[src/rtl/outcell_pkg.sv]
package outcell_pkg;

    localparam int unsigned N_IN = 8;
    localparam int unsigned TW   = 19;

    typedef enum logic [1:0] {
        GATE_AND  = 2'd0,
        GATE_OR   = 2'd1,
        GATE_XOR  = 2'd2,
        GATE_RSVD = 2'd3
    } gate_e;

    typedef enum logic [1:0] {
        MODE_PASS  = 2'd0,
        MODE_DWELL = 2'd1,
        MODE_LATCH = 2'd2,
        MODE_DELAY = 2'd3
    } mode_e;

    typedef enum logic [2:0] {
        ST_IDLE    = 3'd0,
        ST_PASS_HI = 3'd1,
        ST_DWELL   = 3'd2,
        ST_LATCHED = 3'd3,
        ST_PICKUP  = 3'd4,
        ST_ON      = 3'd5,
        ST_DROPOFF = 3'd6
    } state_e;

endpackage

[src/rtl/outcell_combiner.sv]
module outcell_combiner
    import outcell_pkg::*;
#(
    parameter int unsigned NI = N_IN
) (
    input  logic [NI-1:0] sig_in,
    input  logic [NI-1:0] en_mask,
    input  logic          gate_on,
    input  logic [1:0]    gate_sel,
    input  logic          invert,
    output logic          shaped
);

    logic [NI-1:0] and_terms;
    logic [NI-1:0] sel_terms;
    logic          any_en;
    logic          r_and;
    logic          r_or;
    logic          r_xor;
    logic          gate_res;
    logic          src;
    gate_e         sel;

    // per-line conditioning: masked-out lines are neutral for each gate
    genvar gi;
    generate
        for (gi = 0; gi < NI; gi++) begin : g_line
            assign and_terms[gi] = ~en_mask[gi] | sig_in[gi];
            assign sel_terms[gi] =  en_mask[gi] & sig_in[gi];
        end
    endgenerate

    assign any_en = |en_mask;
    assign r_and  = any_en & (&and_terms);
    assign r_or   = |sel_terms;
    assign r_xor  = ^sel_terms;
    assign sel    = gate_e'(gate_sel);

    always_comb begin
        unique case (sel)
            GATE_AND:  gate_res = r_and;
            GATE_OR:   gate_res = r_or;
            GATE_XOR:  gate_res = r_xor;
            default:   gate_res = 1'b0;
        endcase
    end

    assign src    = gate_on ? gate_res : sig_in[0];
    assign shaped = src ^ invert;

    // an AND over a non-empty set implies the OR over the same set
    always_comb begin
        AST_AND_IMPLIES_OR: assert (!(r_and && !r_or));
    end

endmodule

[src/rtl/outcell_ms_counter.sv]
module outcell_ms_counter
    import outcell_pkg::*;
#(
    parameter int unsigned W = TW
) (
    input  logic         clk,
    input  logic         rst_n,
    input  logic         clr,
    input  logic         tick,
    input  logic [W-1:0] limit,
    output logic [W-1:0] count,
    output logic         done
);

    localparam logic [W-1:0] CMAX = {W{1'b1}};

    logic [W:0] next_val;

    assign next_val = {1'b0, count} + {{W{1'b0}}, 1'b1};
    assign done     = tick && (next_val >= {1'b0, limit});

    always_ff @(posedge clk or negedge rst_n) begin
        if (!rst_n) begin
            count <= '0;
        end else if (clr) begin
            count <= '0;
        end else if (tick && count != CMAX) begin
            count <= next_val[W-1:0];
        end
    end

endmodule

[src/rtl/outcell_shaper.sv]
module outcell_shaper
    import outcell_pkg::*;
#(
    parameter int unsigned W = TW
) (
    input  logic         clk,
    input  logic         rst_n,
    input  logic         tick,
    input  logic         shaped,
    input  logic [1:0]   mode,
    input  logic [W-1:0] on_ms,
    input  logic [W-1:0] off_ms,
    input  logic [W-1:0] dwell_ms,
    input  logic         latch_clr,
    output logic         contact
);

    state_e       state_q;
    state_e       state_d;
    mode_e        mode_s;
    logic         prev_q;
    logic         rise;
    logic         cnt_clr;
    logic         cnt_done;
    logic [W-1:0] cnt;
    logic [W-1:0] limit;
    logic [1:0]   age_q;

    assign mode_s = mode_e'(mode);
    assign rise   = shaped & ~prev_q;

    // pick the limit for whichever timed state is active
    always_comb begin
        unique case (state_q)
            ST_DWELL:   limit = dwell_ms;
            ST_PICKUP:  limit = on_ms;
            ST_DROPOFF: limit = off_ms;
            default:    limit = '0;
        endcase
    end

    outcell_ms_counter #(.W(W)) u_cnt (
        .clk   (clk),
        .rst_n (rst_n),
        .clr   (cnt_clr),
        .tick  (tick),
        .limit (limit),
        .count (cnt),
        .done  (cnt_done)
    );

    // next-state logic
    always_comb begin
        state_d = state_q;
        unique case (state_q)
            ST_IDLE: begin
                unique case (mode_s)
                    MODE_PASS:  if (shaped) state_d = ST_PASS_HI;
                    MODE_DWELL: if (rise && dwell_ms != '0) state_d = ST_DWELL;
                    MODE_LATCH: if (shaped && !latch_clr) state_d = ST_LATCHED;
                    MODE_DELAY: if (shaped) state_d = (on_ms == '0) ? ST_ON : ST_PICKUP;
                    default:    state_d = ST_IDLE;
                endcase
            end
            ST_PASS_HI: begin
                if (mode_s != MODE_PASS || !shaped) state_d = ST_IDLE;
            end
            ST_DWELL: begin
                if (mode_s != MODE_DWELL || cnt_done) state_d = ST_IDLE;
            end
            ST_LATCHED: begin
                if (mode_s != MODE_LATCH || latch_clr) state_d = ST_IDLE;
            end
            ST_PICKUP: begin
                if (mode_s != MODE_DELAY || !shaped) state_d = ST_IDLE;
                else if (cnt_done)                   state_d = ST_ON;
            end
            ST_ON: begin
                if (mode_s != MODE_DELAY)  state_d = ST_IDLE;
                else if (!shaped)          state_d = (off_ms == '0) ? ST_IDLE : ST_DROPOFF;
            end
            ST_DROPOFF: begin
                if (mode_s != MODE_DELAY)  state_d = ST_IDLE;
                else if (shaped)           state_d = ST_ON;
                else if (cnt_done)         state_d = ST_IDLE;
            end
            default: state_d = ST_IDLE;
        endcase
    end

    // the counter restarts on every state change and idles outside timed states
    always_comb begin
        cnt_clr = (state_d != state_q) ||
                  !(state_q == ST_DWELL || state_q == ST_PICKUP || state_q == ST_DROPOFF);
    end

    // state register
    always_ff @(posedge clk or negedge rst_n) begin
        if (!rst_n) begin
            state_q <= ST_IDLE;
            prev_q  <= 1'b0;
            age_q   <= 2'd0;
        end else begin
            state_q <= state_d;
            prev_q  <= shaped;
            if (age_q != 2'd3) age_q <= age_q + 2'd1;
        end
    end

    // output decode
    always_comb begin
        unique case (state_q)
            ST_PASS_HI, ST_DWELL, ST_LATCHED, ST_ON, ST_DROPOFF: contact = 1'b1;
            default:                                             contact = 1'b0;
        endcase
    end

    AST_PASS_FOLLOW: assert property (@(posedge clk) disable iff (!rst_n)
        (age_q >= 2'd2 && mode == 2'd0 && $past(mode) == 2'd0 && $past(mode, 2) == 2'd0)
        |-> (contact == $past(shaped)));

    AST_NO_OVERFLOW: assert property (@(posedge clk) disable iff (!rst_n)
        (state_q == ST_DWELL && $stable(dwell_ms)) |-> (cnt < dwell_ms));

    AST_LATCH_HOLD: assert property (@(posedge clk) disable iff (!rst_n)
        (age_q != 2'd0 && $past(state_q) == ST_LATCHED && !$past(latch_clr) && $past(mode) == 2'd2)
        |-> contact);

    AST_LATCH_CLR_WINS: assert property (@(posedge clk) disable iff (!rst_n)
        (age_q != 2'd0 && $past(latch_clr)) |-> (state_q != ST_LATCHED));

    AST_PICKUP_BOUND: assert property (@(posedge clk) disable iff (!rst_n)
        (state_q == ST_PICKUP && $stable(on_ms)) |-> (cnt < on_ms));

    AST_DELAY_RISE: assert property (@(posedge clk) disable iff (!rst_n)
        (age_q != 2'd0 && mode == 2'd3 && $past(mode) == 2'd3 && $rose(contact))
        |-> $past(shaped));

    AST_DROPOFF_BOUND: assert property (@(posedge clk) disable iff (!rst_n)
        (state_q == ST_DROPOFF && $stable(off_ms)) |-> (cnt < off_ms));

endmodule

[src/rtl/outcell_channel.sv]
module outcell_channel
    import outcell_pkg::*;
#(
    parameter int unsigned NI = N_IN,
    parameter int unsigned W  = TW
) (
    input  logic          clk,
    input  logic          rst_n,
    input  logic          tick_ms,
    input  logic [NI-1:0] sig_in,
    input  logic [NI-1:0] en_mask,
    input  logic          cfg_gate_on,
    input  logic [1:0]    cfg_gate_sel,
    input  logic          cfg_invert,
    input  logic [1:0]    cfg_mode,
    input  logic [W-1:0]  cfg_on_ms,
    input  logic [W-1:0]  cfg_off_ms,
    input  logic [W-1:0]  cfg_dwell_ms,
    input  logic          latch_clr,
    output logic          contact_out
);

    logic shaped;

    outcell_combiner #(.NI(NI)) u_comb (
        .sig_in   (sig_in),
        .en_mask  (en_mask),
        .gate_on  (cfg_gate_on),
        .gate_sel (cfg_gate_sel),
        .invert   (cfg_invert),
        .shaped   (shaped)
    );

    outcell_shaper #(.W(W)) u_shape (
        .clk       (clk),
        .rst_n     (rst_n),
        .tick      (tick_ms),
        .shaped    (shaped),
        .mode      (cfg_mode),
        .on_ms     (cfg_on_ms),
        .off_ms    (cfg_off_ms),
        .dwell_ms  (cfg_dwell_ms),
        .latch_clr (latch_clr),
        .contact   (contact_out)
    );

    AST_RESET_OPEN: assert property (@(posedge clk) !rst_n |-> !contact_out);

endmodule

[config.mk]
export PLATFORM = sky130hd
export DESIGN_NAME = outcell_channel
export DESIGN_NICKNAME = d
export VERILOG_FILES = /design/src/rtl/outcell_pkg.sv /design/src/rtl/outcell_combiner.sv /design/src/rtl/outcell_ms_counter.sv /design/src/rtl/outcell_shaper.sv /design/src/rtl/outcell_channel.sv
export SDC_FILE = /design/constraint.sdc
export NUM_CORES = 1
export LEC_CHECK = 0
export BUFFER_PORTS_ARGS = -buffer_cell sky130_fd_sc_hd__buf_2
export CAP_MARGIN = 40
export CORE_UTILIZATION = 30
export CTS_CLUSTER_DIAMETER = 150
export DETAILED_ROUTE_END_ITERATION = 10
export PLACE_DENSITY = 0.58
export SLEW_MARGIN = 10
export SYNTH_ARGS = -nofsm -noshare
export SYNTH_HDL_FRONTEND = slang
export SYNTH_HIERARCHICAL = 1
export SYNTH_SLANG_ARGS = --single-unit
[constraint.sdc]
create_clock -name clk -period 4.59 [get_ports clk]
set_clock_uncertainty 0.05 [all_clocks]
set_input_delay 0.918 -clock clk [delete_from_list [all_inputs] [get_ports clk]]
set_output_delay 0.918 -clock clk [all_outputs]
set_load 0.005 [all_outputs]
# After elaboration in Yosys (flattened, before gate mapping)
# Cells that the tools add are included.
dict set report word_totals {
  register_bits 23
  in_bits 83
  elab_cells 100
}
dict set report classes {
  addsub 1
  magnitude_cmp 1
  n_eq_ne 16
  muxes 24
  bitwise 28
  n_reduce_logical 27
}
# operator count
set ops {}
lappend ops {{19-bit case mux with 3 select lines} 1}
lappend ops {{3-bit two-way mux} 15}
lappend ops {{19-bit zero test} 2}
lappend ops {{19-bit two-way mux} 2}
lappend ops {{3-bit case mux with 7 select lines} 1}
lappend ops {{19-bit by 1-bit adder with 20-bit output (second input constant)} 1}
lappend ops {{20-bit by 19-bit greater-or-equal comparator with 1-bit output} 1}
lappend ops {{19-bit inequality test (second input constant)} 1}
lappend ops {{19-bit nonzero test} 1}
lappend ops {{8-bit OR reduction} 2}
lappend ops {{3-bit case mux with 4 select lines} 1}
lappend ops {{1-bit bitwise AND} 10}
lappend ops {{3-bit == test (second input constant)} 3}
lappend ops {{1-bit NOT} 9}
lappend ops {{1-bit bitwise OR} 8}
lappend ops {{8-bit AND reduction} 1}
lappend ops {{8-bit XOR reduction} 1}
lappend ops {{1-bit logical OR} 7}
lappend ops {{2-bit == test (second input constant)} 3}
lappend ops {{3-bit by 2-bit == test with 1-bit output (second input constant)} 2}
lappend ops {{5-bit OR reduction} 1}
lappend ops {{2-bit by 1-bit == test with 1-bit output (second input constant)} 2}
lappend ops {{1-bit logical AND} 4}
lappend ops {{2-bit zero test} 2}
lappend ops {{10 further kinds} 16}

# Depth between registers and ports, before layout
# Gate-level depths: netlist of the first run.
dict set report logic_depth {
  ltp_word 15
  depth_mapped 21
  depth_no_buf 18
}

# By module
# Netlist of the first run, hierarchy kept.
# mod n_inst cells_per_inst area_per_inst_um2 seq_area_each_um2
set modules_own_cells {}
lappend modules_own_cells {outcell_ms_counter 1 210 1791.7 475.5}
lappend modules_own_cells {outcell_shaper 1 140 1031.0 100.1}
lappend modules_own_cells {outcell_combiner 1 45 284.0 0.0}

# Worst setup path before layout of the first run
# Ideal clock, no wire load.
dict set report synth_path {
  kind {register -> register}
  from {register u_shape.u_cnt.count[0]}
  to {register u_shape.u_cnt.count[0]}
  setup_ps 132
  t_arrival_ps 4051
  t_required_ps 4408
  slack_ps 357
  path_stages_with_launch 18
  path_buffers 3
  cell_sequence {dfrtp_1 > ha_1 > nand3_2 > nor4_2 > buf_2 > nand2_1 > xnor2_1 > ha_1 > and4_1 > or4b_2 > o211ai_1 > o211ai_1 > a211oi_1 > a31oi_1 > a21bo_1 > dlygate4sd1_1 > clkbuf_1 > nor2_1}
}
dict set report synth_between {
  elab_chain_len 10
}
# item line
set synth_lines {}
lappend synth_lines {{from (decl)} outcell_ms_counter.sv:11} ;# output logic [W-1:0] count,
lappend synth_lines {{from (signal assigned)} outcell_ms_counter.sv:28} ;# count <= next_val[W-1:0];
lappend synth_lines {{19-bit by 1-bit adder with 20-bit output *} outcell_ms_counter.sv:19} ;# assign next_val = {1'b0, count} + {{W{1'b0}}, 1'b1};
lappend synth_lines {{20-bit by 19-bit greater-or-equal comparator with 1-bit output *} outcell_ms_counter.sv:20} ;# assign done = tick && (next_val >= {1'b0, limit});
lappend synth_lines {{1-bit logical AND *} outcell_ms_counter.sv:20}
lappend synth_lines {{net u_shape.cnt_done} outcell_shaper.sv:24} ;# logic cnt_done;
lappend synth_lines {{3-bit two-way mux} outcell_shaper.sv:85} ;# else if (cnt_done) state_d = ST_IDLE;
lappend synth_lines {{3-bit two-way mux} outcell_shaper.sv:84} ;# else if (shaped) state_d = ST_ON;
lappend synth_lines {{3-bit two-way mux} outcell_shaper.sv:83} ;# if (mode_s != MODE_DELAY) state_d = ST_IDLE;
lappend synth_lines {{3-bit case mux with 7 select lines *} outcell_shaper.sv:55} ;# unique case (state_q)
lappend synth_lines {{3-bit inequality test *} outcell_shaper.sv:93} ;# cnt_clr = (state_d != state_q) ||
lappend synth_lines {{1-bit logical OR *} outcell_shaper.sv:93}
lappend synth_lines {{net u_shape.cnt_clr} outcell_shaper.sv:23} ;# logic cnt_clr;
lappend synth_lines {{19-bit two-way mux or 2-bit nonzero test (tied branches)} n/a}
# Mark *: on every way through the listed nets, which the timed path passes. The rest lies on a longest branch. The select of a mux whose other input is x is not followed.
# A chain may end at the register's enable or synchronous reset.

# Worst setup path in the final report of the first run
dict set report layout_path {
  from {register u_shape.u_cnt.count[0]}
  to {register u_shape.u_cnt.count[8]}
}
# The elaborated chain is that of the path after synthesis.

==> results of run 1 <==
[worst max-delay path, stage by stage (launching register included)]
cell and delay (ns):
sky130_fd_sc_hd__dfrtp_2 0.43, sky130_fd_sc_hd__ha_1 0.24, sky130_fd_sc_hd__nand3_2 0.19, sky130_fd_sc_hd__nor4_2 0.34, sky130_fd_sc_hd__buf_4 0.25, sky130_fd_sc_hd__nand2_1 0.08, sky130_fd_sc_hd__xnor2_1 0.14, sky130_fd_sc_hd__ha_1 0.30
sky130_fd_sc_hd__and4_1 0.24, sky130_fd_sc_hd__a221oi_1 0.36, sky130_fd_sc_hd__o211ai_1 0.15, sky130_fd_sc_hd__nor2b_1 0.18, sky130_fd_sc_hd__nand3_1 0.11, sky130_fd_sc_hd__o21ai_2 0.19, sky130_fd_sc_hd__nand3_1 0.10, sky130_fd_sc_hd__a21bo_1 0.27
sky130_fd_sc_hd__or4_1 0.53, sky130_fd_sc_hd__nand2_1 0.07
[logic make-up (layout without fill, tap and decap cells)]
kind of cell | after synthesis | count (layout) | share of synthesized area, %
buffers and inverters | 48 | 120 | 8.38
flip-flops | 23 | 23 | 18.5
XOR/XNOR | 29 | 29 | 8.18
AO/OA/AOI/OAI | 79 | 79 | 17.9
AND/OR/NAND/NOR | 170 | 170 | 29.5
adder cells (fa/ha/maj) | 24 | 24 | 9.67
multiplexers | 22 | 22 | 7.85
[report_power, final]
group	leakage [nW]	internal [mW]	switching, mW	total [mW]
clock	0.0255	0.0608	0.0718	0.133
combinational	1.22	0.136	0.166	0.302
sequential	0.315	0.209	0.0245	0.233
[area by class of cell]
type | count | area share (%)
Multi-Input combinational cell | 324 | 62.6
Sequential cell | 23 | 15.9
Timing Repair Buffer | 90 | 12.9
Tap cell | 133 | 4.59
Inverter | 26 | 2.69
Clock buffer | 3 | 1.14
Clock inverter | 1 | 0.138
[placed cells by master, fill, tap and decap left out, types with 2 or more instances in the layout]
cell,netlist,routed
sky130_fd_sc_hd__buf_2,4,83
sky130_fd_sc_hd__nor2_1,43,43
sky130_fd_sc_hd__nand2_1,41,41
sky130_fd_sc_hd__inv_1,25,25
sky130_fd_sc_hd__ha_1,24,24
sky130_fd_sc_hd__dfrtp_1,23,22
sky130_fd_sc_hd__a22oi_1,19,19
sky130_fd_sc_hd__xnor2_1,18,18
sky130_fd_sc_hd__nand3_1,16,16
sky130_fd_sc_hd__a21oi_1,15,15
sky130_fd_sc_hd__nor4_1,14,14
sky130_fd_sc_hd__mux2_2,12,12
sky130_fd_sc_hd__xor2_1,11,11
sky130_fd_sc_hd__nand4_1,8,8
sky130_fd_sc_hd__o21ai_0,7,7
sky130_fd_sc_hd__nor2b_1,7,7
sky130_fd_sc_hd__mux2_1,7,7
sky130_fd_sc_hd__buf_4,1,7
sky130_fd_sc_hd__nor3_1,6,6
sky130_fd_sc_hd__nand2b_1,5,5
sky130_fd_sc_hd__or4_1,5,5
sky130_fd_sc_hd__o211ai_1,5,5
sky130_fd_sc_hd__a211oi_1,4,4
sky130_fd_sc_hd__clkbuf_8,1,3
sky130_fd_sc_hd__a41oi_1,3,3
sky130_fd_sc_hd__and3_2,3,3
sky130_fd_sc_hd__o21ai_2,3,3
sky130_fd_sc_hd__a31oi_1,3,3
sky130_fd_sc_hd__o21ai_1,3,3
sky130_fd_sc_hd__mux2i_1,3,3
sky130_fd_sc_hd__and3_1,3,3
sky130_fd_sc_hd__o2111ai_1,2,2
sky130_fd_sc_hd__or4_4,2,2
sky130_fd_sc_hd__and4_1,2,2
sky130_fd_sc_hd__or3_1,2,2
[registers in the layout, indices dropped and copies added, names as in the netlist]
register,count
u_shape/prev_q,1
u_shape/state_q,3
u_shape/u_cnt/count,19
[stage by stage]
stage	total power [mW]	area [um2]	hold slack (ns)	cells	utilization, %
after floorplan	0.446	3110	0.455	395	-
after global placement	0.532	3580	0.489	596	36.1
after detailed placement	0.536	3580	0.494	596	36.1
after CTS	0.676	3620	0.513	600	36.6
after global routing	0.724	3630	0.554	600	36.6
final	0.668	3630	0.512	600	36.6
[final timing paths]
path	end	slack, ns	cells after the start
max in group asynchronous	u_shape/u_cnt/count[0]	3.54	1
max reg2reg	u_shape/u_cnt/count[8]	0.30	17
max	u_shape/u_cnt/count[8]	0.30	17
min reg2reg	u_shape/u_cnt/count[18]	0.51	2
min	u_shape/u_cnt/count[18]	0.51	2
min in group asynchronous	u_shape/u_cnt/count[13]	0.57	1
[what timing repair did]
action                     in CTS  in global routing
setup endpoints to repair       0                  1
buffers inserted                0                  0
hold endpoints to repair        0                  0
resized for setup               0                  1
[layer usage]
metal | vias up | GRT usage (%) | wire length [um]
met3 | 9 | 2.01 | 422
met4 | 0 | 4.29 | 97
met5 | - | 0 | 0
li1 | 1578 | - | -
met2 | 85 | 30.7 | 4390
met1 | 1508 | 21.1 | 4010
==> Implementation_results.wiki, run 1 <==
{| class="wikitable"
! Metric !! Value
|-
| P_leak || 1.56 nW
|-
| Filler instances || 1061
|-
| Final slew viol count || 0
|-
| Setup repair after global routing missed its margin || no
|-
| Boundary Pins || 84
|-
| CTS clk-pin slew, worst paths || 0.09 ns
|-
| Final count of negative-setup-slack endpoints || 0
|-
| Primary flip-flop cell chosen by synthesis mapping || sky130_fd_sc_hd__dfrtp_1
|-
| Synth-to-Final Area Change || 16.7%
|-
| Maximum fanout along the worst path || 12
|-
| Clock tree from TritonCTS || built
|-
| First DRT Iteration DRCs || 156
|-
| Average cell area after synthesis || 7.87 um2
|-
| Cell type with the highest aggregate area in the netlist || sky130_fd_sc_hd__dfrtp_1
|-
| Leading cell type by number of instances after synthesis || sky130_fd_sc_hd__nor2_1
|-
| Tightest Pin Transition || 0.647 ns
|-
| Run status || complete, no violations
|-
| Routed via count divided by cell count || 5.30
|-
| Post-route setup slack || 0.304 ns
|-
| Number of standard cells after synthesis || 395
|-
| Most used standard cells in the synthesized netlist || 43 x sky130_fd_sc_hd__nor2_1, 41 x sky130_fd_sc_hd__nand2_1, 25 x sky130_fd_sc_hd__inv_1, 24 x sky130_fd_sc_hd__ha_1, 23 x sky130_fd_sc_hd__dfrtp_1
|-
| Start point of the worst hold path || u_shape/u_cnt/count[18]
|-
| Final setup TNS || 0 ns
|-
| Max-capacitance violation count || 0
|-
| Final Critical Period || 4.29 ns
|-
| YS warnings || 6
|-
| Number of nets with antenna violations after detailed routing || 0
|-
| Type of destination of the critical path || flop
|-
| Number of antenna violations at the first check in global routing || 0
|-
| Clock tree root buffer cell || sky130_fd_sc_hd__clkbuf_8
|-
| Number of cell rows || 36
|-
| Wire length of the first global-routing pass || 15200 um
|-
| Count of antenna diodes in the layout || 0
|-
| Placeable core region || 9910 um2
|-
| DRT Wirelength || 8930 um
|-
| Highest attainable clock frequency || 0.233 GHz
|-
| Ys async rst share || 100%
|-
| Vertical extent of the die || 104 um
|-
| Worst Setup Slack post-DPL || 0.239 ns
|-
| Die outline area || 10800 um2
|-
| Buffer depth of the longest clock path || 2
|-
| Maximum vdd ir drop || 56.7 uV
|-
| Critical register-to-register path startpoint || u_shape/u_cnt/count[0]
|-
| Endpoint required time on the critical path || 4.76 ns
|-
| Count of H-tree levels built during CTS || 1
|-
| Number of hold buffers added after CTS || 0
|-
| Fraction of layout instances using a drive strength above 1 || 27.8%
|-
| Quantity of I/O buffers inserted on ports || 83
|-
| Mapped cell area || 3110 um2
|-
| DRC violations left || 0
|-
| RD Place Congestion || 0.845
|-
| WL per Instance || 14.9 um
|-
| Critical Path Start || u_shape/u_cnt/count[0]
|-
| Largest cells by area after synthesis || sky130_fd_sc_hd__dfrtp_1 19%, sky130_fd_sc_hd__ha_1 9.7%, sky130_fd_sc_hd__nor2_1 5.2%
|-
| Worst-Skew Late Latency || 0.27 ns
|-
| Final hold vios || 0
|-
| Via count of the first global-routing pass || 3208
|-
| Max transition margin || 56.8%
|-
| Detailed placement HPWL || 7340 um
|-
| Total vias in the final route || 3180
|-
| Total congestion overflow after global routing || 0
|-
| Type of the worst setup path || flop to flop
|-
| Number of buffers created by CTS || 3
|-
| All-layer global routing usage || 16.9%
|-
| Sequential cell area in the final layout || 577 um2
|-
| Share of synthesized area occupied by flip-flops and latches || 18.5%
|-
| Tcrit/Tclk final || 93.4%
|-
| Share of Yosys cell area claimed by the top area cell type || 18.5%
|-
| Cell variety after synth || 69
|-
| Post-synthesis sequential element count || 23
|-
| Post-Synthesis Net Count || 502
|-
| Critical path launch point type || flop
|-
| Die width || 104 um
|-
| Area of the multi-input gates || 2270 um2
|-
| Sinks on Clock Net || 23
|-
| Cell area power density || 184 nW/um2
|-
| Worst min-delay path category || flop to flop
|-
| Worst Path Arrival || 4.45 ns
|-
| Pre-Repair DR Iteration Count || 4
|-
| Starting density of the core || 31.4%
|-
| Maximum number of pins on one net before global-route repair || 29
|-
| Fin nets || 575
|-
| Number of flops mapped to enable cells by yosys || 0
|}
Power figures use the tool's default switching activity.
==> run 2: changes to the inputs <==
Settings changed: CAP_MARGIN 40 to unset, RECOVER_POWER set to 50.
==> Implementation_results.wiki, run 2 (synthesized netlist as in run 1, its figures left out) <==
{| class="wikitable"
! Metric !! Value
|-
| Buffer depth of the longest clock path || 2
|-
| Pre-Repair DR Iteration Count || 5
|-
| Hold slack final || 0.512 ns
|-
| Registers with the highest flip-flop counts || u_shape/u_cnt/count x19, u_shape/state_q x3, u_shape/prev_q x1
|-
| Detailed placement HPWL || 7340 um
|-
| Share of total power in combinational logic || 45.0%
|-
| Largest register by flop count || u_shape/u_cnt/count
|-
| Endpoint required time on the critical path || 4.76 ns
|-
| Routed via count divided by cell count || 5.32
|-
| Die outline area || 10800 um2
|-
| Type of destination of the critical path || flop
|-
| WL per Instance || 14.9 um
|-
| Highest attainable clock frequency || 0.233 GHz
|-
| Net Switching || 263 uW
|-
| Largest incremental delay on the critical path || 0.53 ns
|-
| Top library cells by usage in the layout, fill and taps aside || 82 x sky130_fd_sc_hd__buf_2, 43 x sky130_fd_sc_hd__nor2_1, 41 x sky130_fd_sc_hd__nand2_1
|-
| P_leak || 1.55 nW
|-
| Tcrit/Tclk final || 93.3%
|-
| Number of antenna violations at the first check in global routing || 0
|-
| Setup repair after global routing missed its margin || no
|-
| Via count of the first global-routing pass || 3208
|-
| Total vias in the final route || 3190
|-
| Clock tree root buffer cell || sky130_fd_sc_hd__clkbuf_8
|-
| Starting density of the core || 31.4%
|-
| DRT Wirelength || 8930 um
|-
| Count of H-tree levels built during CTS || 1
|-
| Count of antenna diodes in the layout || 0
|-
| Final hold vios || 0
|-
| Max-capacitance violation count || 0
|-
| Cell area power density || 184 nW/um2
|-
| Number of buffers created by CTS || 3
|-
| All-layer global routing usage || 16.9%
|-
| Final Critical Period || 4.28 ns
|-
| Most frequent standard cell in the layout excluding fill and tap cells || sky130_fd_sc_hd__buf_2
|-
| List of cells traversed by the critical path || ha_1, nand3_2, nor4_2, buf_4, nand2_1, xnor2_1, ha_1, and4_1, a221oi_1, o211ai_1, nor2b_1, nand3_1, o21ai_2, nand3_1, a21bo_1, or4_1, nand2_1
|-
| Placeable core region || 9910 um2
|-
| Switching power share of the total || 39.3%
|-
| Die width || 104 um
|-
| Sinks on Clock Net || 23
|-
| Total congestion overflow after global routing || 0
|-
| First DRT Iteration DRCs || 156
|-
| Maximum number of pins on one net before global-route repair || 29
|-
| Vertical extent of the die || 104 um
|-
| Internal power contribution || 406 uW
|-
| Quantity of I/O buffers inserted on ports || 83
|-
| CTS clk-pin slew, worst paths || 0.10 ns
|-
| Clock power share || 20.1%
|-
| Final slew viol count || 0
|-
| Critical path launch point type || flop
|-
| Max transition margin || 13.7%
|-
| Fin nets || 575
|-
| Number of hold buffers added after CTS || 0
|-
| DRC violations left || 0
|-
| Final count of negative-setup-slack endpoints || 0
|-
| Post-CTS setup buffer count || 0
|-
| Run status || complete, no violations
|-
| Boundary Pins || 84
|-
| # resized after CTS || 0
|-
| Register share of total power || 34.8%
|-
| Number of cell rows || 36
|-
| Wire length of the first global-routing pass || 15200 um
|-
| RD Place Congestion || 0.845
|-
| Worst Path Arrival || 4.46 ns
|-
| Type of the worst setup path || flop to flop
|-
| Worst min-delay path category || flop to flop
|-
| Tightest Pin Transition || 1.30 ns
|-
| Fraction of layout instances using a drive strength above 1 || 27.6%
|-
| Final setup TNS || 0 ns
|-
| Clock tree from TritonCTS || built
|-
| Number of nets with antenna violations after detailed routing || 0
|-
| Number of flip-flops in the largest register || 19
|-
| Worst-Skew Late Latency || 0.28 ns
|-
| CP max stage cell || sky130_fd_sc_hd__or4_1
|-
| Maximum fanout along the worst path || 12
|-
| Synth-to-Final Area Change || 16.7%
|-
| Maximum vdd ir drop || 56.6 uV
|}
-- run 2: cell types whose count changed in the layout (fill, tap and decap cells not counted) --
cell / change
sky130_fd_sc_hd__buf_2: -1
sky130_fd_sc_hd__clkbuf_1: +1
-- run 2: worst paths after layout --
check / endpoint / startpoint / depth (start not counted) / slack, ns
max in group asynchronous: u_shape/u_cnt/count[0] / rst_n / 1 / 2.79
min reg2reg: u_shape/u_cnt/count[18] / u_shape/u_cnt/count[18] / 2 / 0.51
max: u_shape/u_cnt/count[8] / u_shape/u_cnt/count[0] / 17 / 0.31
max reg2reg: u_shape/u_cnt/count[8] / u_shape/u_cnt/count[0] / 17 / 0.31
min in group asynchronous: u_shape/u_cnt/count[13] / rst_n / 1 / 0.85
min: u_shape/u_cnt/count[18] / u_shape/u_cnt/count[18] / 2 / 0.51
-- run 2: power by group through the flow --
stage	logic, mW	registers [mW]	clock network, mW
after floorplan	0.228	0.218	0
after global placement	0.296	0.236	0
after detailed placement	0.300	0.236	0
after CTS	0.301	0.232	0.143
after global routing	0.336	0.237	0.151
final	0.301	0.233	0.135
-- run 2: worst max-delay path, delay by kind of cell, from the launching register on --
family / cells / cell delay [ns]
AOI/OAI and AO/OA: 4 / 0.97
xor gates and xnor gates: 1 / 0.14
buffers and inverters: 1 / 0.25
DFF: 1 / 0.43
and+or+nand+nor: 9 / 1.84
adders and majority gates: 2 / 0.54
-- run 2: layer usage --
metal  wire (um)  up-vias  GRT usage, %  part of all wire [%]
li1            -     1579             -                     -
met1        3990     1510          21.1                    45
met2        4390       90          30.7                    49
met3         448       11          2.01                   5.0
met4         108        0          4.29                   1.2
met5           0        -             0                     0
-- run 2: per-stage QoR --
step	instance area [um2]	setup slack [ns]	util (%)	instances	total power [mW]
final	3620	0.306	36.6	600	0.669
after global routing	3620	0.0446	36.6	600	0.723
after CTS	3620	0.210	36.6	600	0.676
after detailed placement	3580	0.239	36.1	596	0.536
after global placement	3580	0.332	36.1	596	0.532
after floorplan	3110	0.357	-	395	0.446
-- run 2: layout make-up --
cell class | count | area (um2)
Sequential cell | 23 | 577
Clock buffer | 3 | 41.3
Inverter | 26 | 97.6
Clock inverter | 1 | 5.00
Multi-Input combinational cell | 324 | 2270
Timing Repair Buffer | 90 | 467
Fill cell | 1059 | 6280
Tap cell | 133 | 166
==> run 3: changes to the inputs <==
--- a/config.mk
+++ b/config.mk
@@ -7,2 +7,3 @@
 export LEC_CHECK = 0
+export ABC_AREA = 1
 export BUFFER_PORTS_ARGS = -buffer_cell sky130_fd_sc_hd__buf_2
@@ -11,3 +12,3 @@
 export DETAILED_ROUTE_END_ITERATION = 10
-export PLACE_DENSITY = 0.58
+export PLACE_DENSITY = 0.57
 export RECOVER_POWER = 50
==> constraint.sdc (replaced) <==
create_clock -name clk -period 4.59 [get_ports clk]
set_clock_uncertainty 0.05 [all_clocks]
set_input_delay 0 -clock clk [delete_from_list [all_inputs] [get_ports clk]]
set_output_delay 0 -clock clk [all_outputs]
set_load 0.005 [all_outputs]
==> Implementation_results.wiki, run 3 <==
{| class="wikitable"
! Metric !! Value
|-
| Vertical extent of the die || 105 um
|-
| Total power consumption of the routed design || 1.07 mW
|-
| Cell type with the highest aggregate area in the netlist || sky130_fd_sc_hd__nand2_1
|-
| Leading cell type by number of instances after synthesis || sky130_fd_sc_hd__nand2_1
|-
| Primary flip-flop cell chosen by synthesis mapping || sky130_fd_sc_hd__dfrtp_1
|-
| Total non-filler cell area in the finished layout || 3800 um2
|-
| P_leak || 2.08 nW
|-
| Final Core Density || 36.8%
|-
| Worst-Skew Late Latency || 0.27 ns
|-
| Type of the worst setup path || flop to flop
|-
| Area of the multi-input gates || 2180 um2
|-
| Synth-to-Final Area Change || 19.3%
|-
| Number of cell rows || 37
|-
| Share of Yosys cell area claimed by the top area cell type || 19.4%
|-
| Clock tree from TritonCTS || built
|-
| Die width || 105 um
|-
| DRC violations left || 0
|-
| Maximum vdd ir drop || 116 uV
|-
| Final slew viol count || 0
|-
| Detailed placement HPWL || 8240 um
|-
| Pre-Repair DR Iteration Count || 5
|-
| Final setup TNS || 0 ns
|-
| RD Place Congestion || 0.957
|-
| Starting density of the core || 30.9%
|-
| Total vias in the final route || 3603
|-
| Worst min-delay path category || input pin to flop
|-
| Number of flops mapped to enable cells by yosys || 0
|-
| Fraction of layout instances using a drive strength above 1 || 20.4%
|-
| Boundary Pins || 84
|-
| Highest attainable clock frequency || 0.251 GHz
|-
| Cell variety after synth || 39
|-
| Internal power contribution || 530 uW
|-
| Number of antenna violations at the first check in global routing || 0
|-
| Share of total power in combinational logic || 64.6%
|-
| CTS clk-pin slew, worst paths || 0.09 ns
|-
| Max transition margin || 14.0%
|-
| Most Frequent Cell on Critical Path || sky130_fd_sc_hd__nand2_1
|-
| Largest incremental delay on the critical path || 0.42 ns
|-
| Type of destination of the critical path || flop
|-
| Top library cells by usage in the layout, fill and taps aside || 165 x sky130_fd_sc_hd__nand2_1, 84 x sky130_fd_sc_hd__inv_1, 82 x sky130_fd_sc_hd__buf_2
|-
| Quantity of I/O buffers inserted on ports || 83
|-
| Final Critical Period || 3.99 ns
|-
| All-layer global routing usage || 18.4%
|-
| Count of antenna diodes in the layout || 0
|-
| Post-Synthesis Net Count || 649
|-
| Endpoint required time on the critical path || 4.74 ns
|-
| Run status || complete, no violations
|-
| Largest cells by area after synthesis || sky130_fd_sc_hd__nand2_1 19%, sky130_fd_sc_hd__dfrtp_1 18%, sky130_fd_sc_hd__inv_1 9.9%
|-
| Register share of total power || 23.3%
|-
| Critical path launch point type || flop
|-
| Mapped cell area || 3190 um2
|-
| Filler instances || 1146
|-
| Post-synthesis sequential element count || 23
|-
| Number of nets with antenna violations after detailed routing || 0
|-
| Maximum fanout along the worst path || 10
|-
| Post-route setup slack || 0.601 ns
|-
| Total congestion overflow after global routing || 0
|-
| Average cell area after synthesis || 5.88 um2
|-
| Routed via count divided by cell count || 4.74
|-
| Die outline area || 11000 um2
|-
| Instance area after placement || 3710 um2
|-
| First DRT Iteration DRCs || 252
|-
| Cell family with the largest share of critical-path delay || simple AND/OR/NAND/NOR gates
|-
| Final count of negative-setup-slack endpoints || 0
|-
| Largest register by flop count || u_shape/u_cnt/count
|-
| Fin nets || 732
|-
| Maximum number of pins on one net before global-route repair || 24
|-
| Buffer depth of the longest clock path || 2
|-
| Sequential cell area in the final layout || 576 um2
|-
| Registers with the highest flip-flop counts || u_shape/u_cnt/count x19, u_shape/state_q x3, u_shape/prev_q x1
|-
| Most used standard cells in the synthesized netlist || 165 x sky130_fd_sc_hd__nand2_1, 84 x sky130_fd_sc_hd__inv_1, 64 x sky130_fd_sc_hd__nor2_1, 62 x sky130_fd_sc_hd__nand3_1, 24 x sky130_fd_sc_hd__ha_1
|-
| Wire length of the first global-routing pass || 16800 um
|-
| Number of buffers created by CTS || 3
|-
| Tcrit/Tclk final || 86.9%
|-
| Most frequent standard cell in the layout excluding fill and tap cells || sky130_fd_sc_hd__nand2_1
|-
| Number of standard cells after synthesis || 542
|-
| Max-capacitance violation count || 0
|-
| Number of flip-flops in the largest register || 19
|-
| Sinks on Clock Net || 23
|-
| WL per Instance || 13.0 um
|-
| Share of synthesized area occupied by flip-flops and latches || 18.1%
|-
| Clock power share || 12.0%
|-
| Net Switching || 542 uW
|-
| Ys async rst share || 100%
|-
| Final hold vios || 0
|-
| Worst Setup Slack post-DPL || 0.454 ns
|-
| Clock tree root buffer cell || sky130_fd_sc_hd__clkbuf_8
|-
| Worst Path Arrival || 4.14 ns
|-
| Via count of the first global-routing pass || 3568
|-
| Placeable core region || 10300 um2
|-
| Count of H-tree levels built during CTS || 1
|-
| Switching power share of the total || 50.6%
|-
| Crit path buf inv count || 4
|-
| Setup repair after global routing missed its margin || no
|-
| Cell area power density || 282 nW/um2
|-
| YS warnings || 6
|-
| DRT Wirelength || 9910 um
|-
| Tightest Pin Transition || 1.29 ns
|-
| CP max stage cell || sky130_fd_sc_hd__dfrtp_1
|}
-- run 3: per-layer routing --
metal,wire length [um],GRT usage [%],vias to the layer above
met2,4620,31.7,134
met1,4450,24.6,1585
met5,0,0,-
met3,690,2.31,12
met4,153,3.92,0
li1,-,-,1872
-- run 3: power groups by stage --
stage          Combinational, mW  Sequential [mW]  Clock [mW]
5_1_grt                    0.797            0.253       0.146
6_report                   0.693            0.250       0.129
2_1_floorplan              0.507            0.239           0
3_3_place_gp               0.660            0.253           0
4_1_cts                    0.668            0.249       0.137
3_5_place_dp               0.663            0.253           0
-- run 3: layout make-up --
class	instances	share of cell area, %
multi-input combinational	416	57.5
sequential	23	15.1
timing repair buffer	88	12.4
inverter	93	9.32
tap	136	4.48
clock buffer	3	1.09
clock inverter	1	0.132
-- run 3: worst paths after layout --
path | startpoint | end | slack [ns] | cells past startpoint
worst max-delay path | u_shape/u_cnt/count[0] | u_shape/u_cnt/count[11] | 0.60 | 25
min in group asynchronous | rst_n | u_shape/u_cnt/count[9] | 0.48 | 2
worst min-delay path | tick_ms | u_shape/u_cnt/count[18] | 0.06 | 3
worst max register to register | u_shape/u_cnt/count[0] | u_shape/u_cnt/count[11] | 0.60 | 25
max in group asynchronous | rst_n | u_shape/u_cnt/count[17] | 3.25 | 2
worst min register to register | u_shape/u_cnt/count[0] | u_shape/u_cnt/count[0] | 0.50 | 1
-- run 3: tightest hold or removal path: stages --
cell and delay (ns):
sky130_fd_sc_hd__buf_2 0.15, sky130_fd_sc_hd__o21ai_0 0.15, sky130_fd_sc_hd__a21oi_1 0.05
-- run 3: through the flow --
stage	cells	hold slack, ns
2_1_floorplan	542	-0.346
3_3_place_gp	753	-0.0365
3_5_place_dp	753	-0.0303
4_1_cts	758	0.0445
5_1_grt	760	0.0975
6_report	760	0.0603
-- run 3: what timing repair did --
item / 4_1_cts / 5_1_grt
endpoints found under the hold margin: 23 / 0
resized for setup: 0 / 2
setup buffers: 0 / 2
hold buffers: 1 / 0
setup endpoints to repair: 0 / 19
-- run 3: cell families (layout without fill, tap and decap cells) --
kind of cell             Yosys count  count (layout)  synth area share, %
AO/OA/AOI/OAI                     50              50                 9.97
XOR/XNOR                          11              11                 3.02
adder cells (fa/ha/maj)           24              24                 9.42
buffers and inverters            103             185                 13.6
flip-flops                        23              23                 18.1
AND/OR/NAND/NOR                  331             331                 45.9
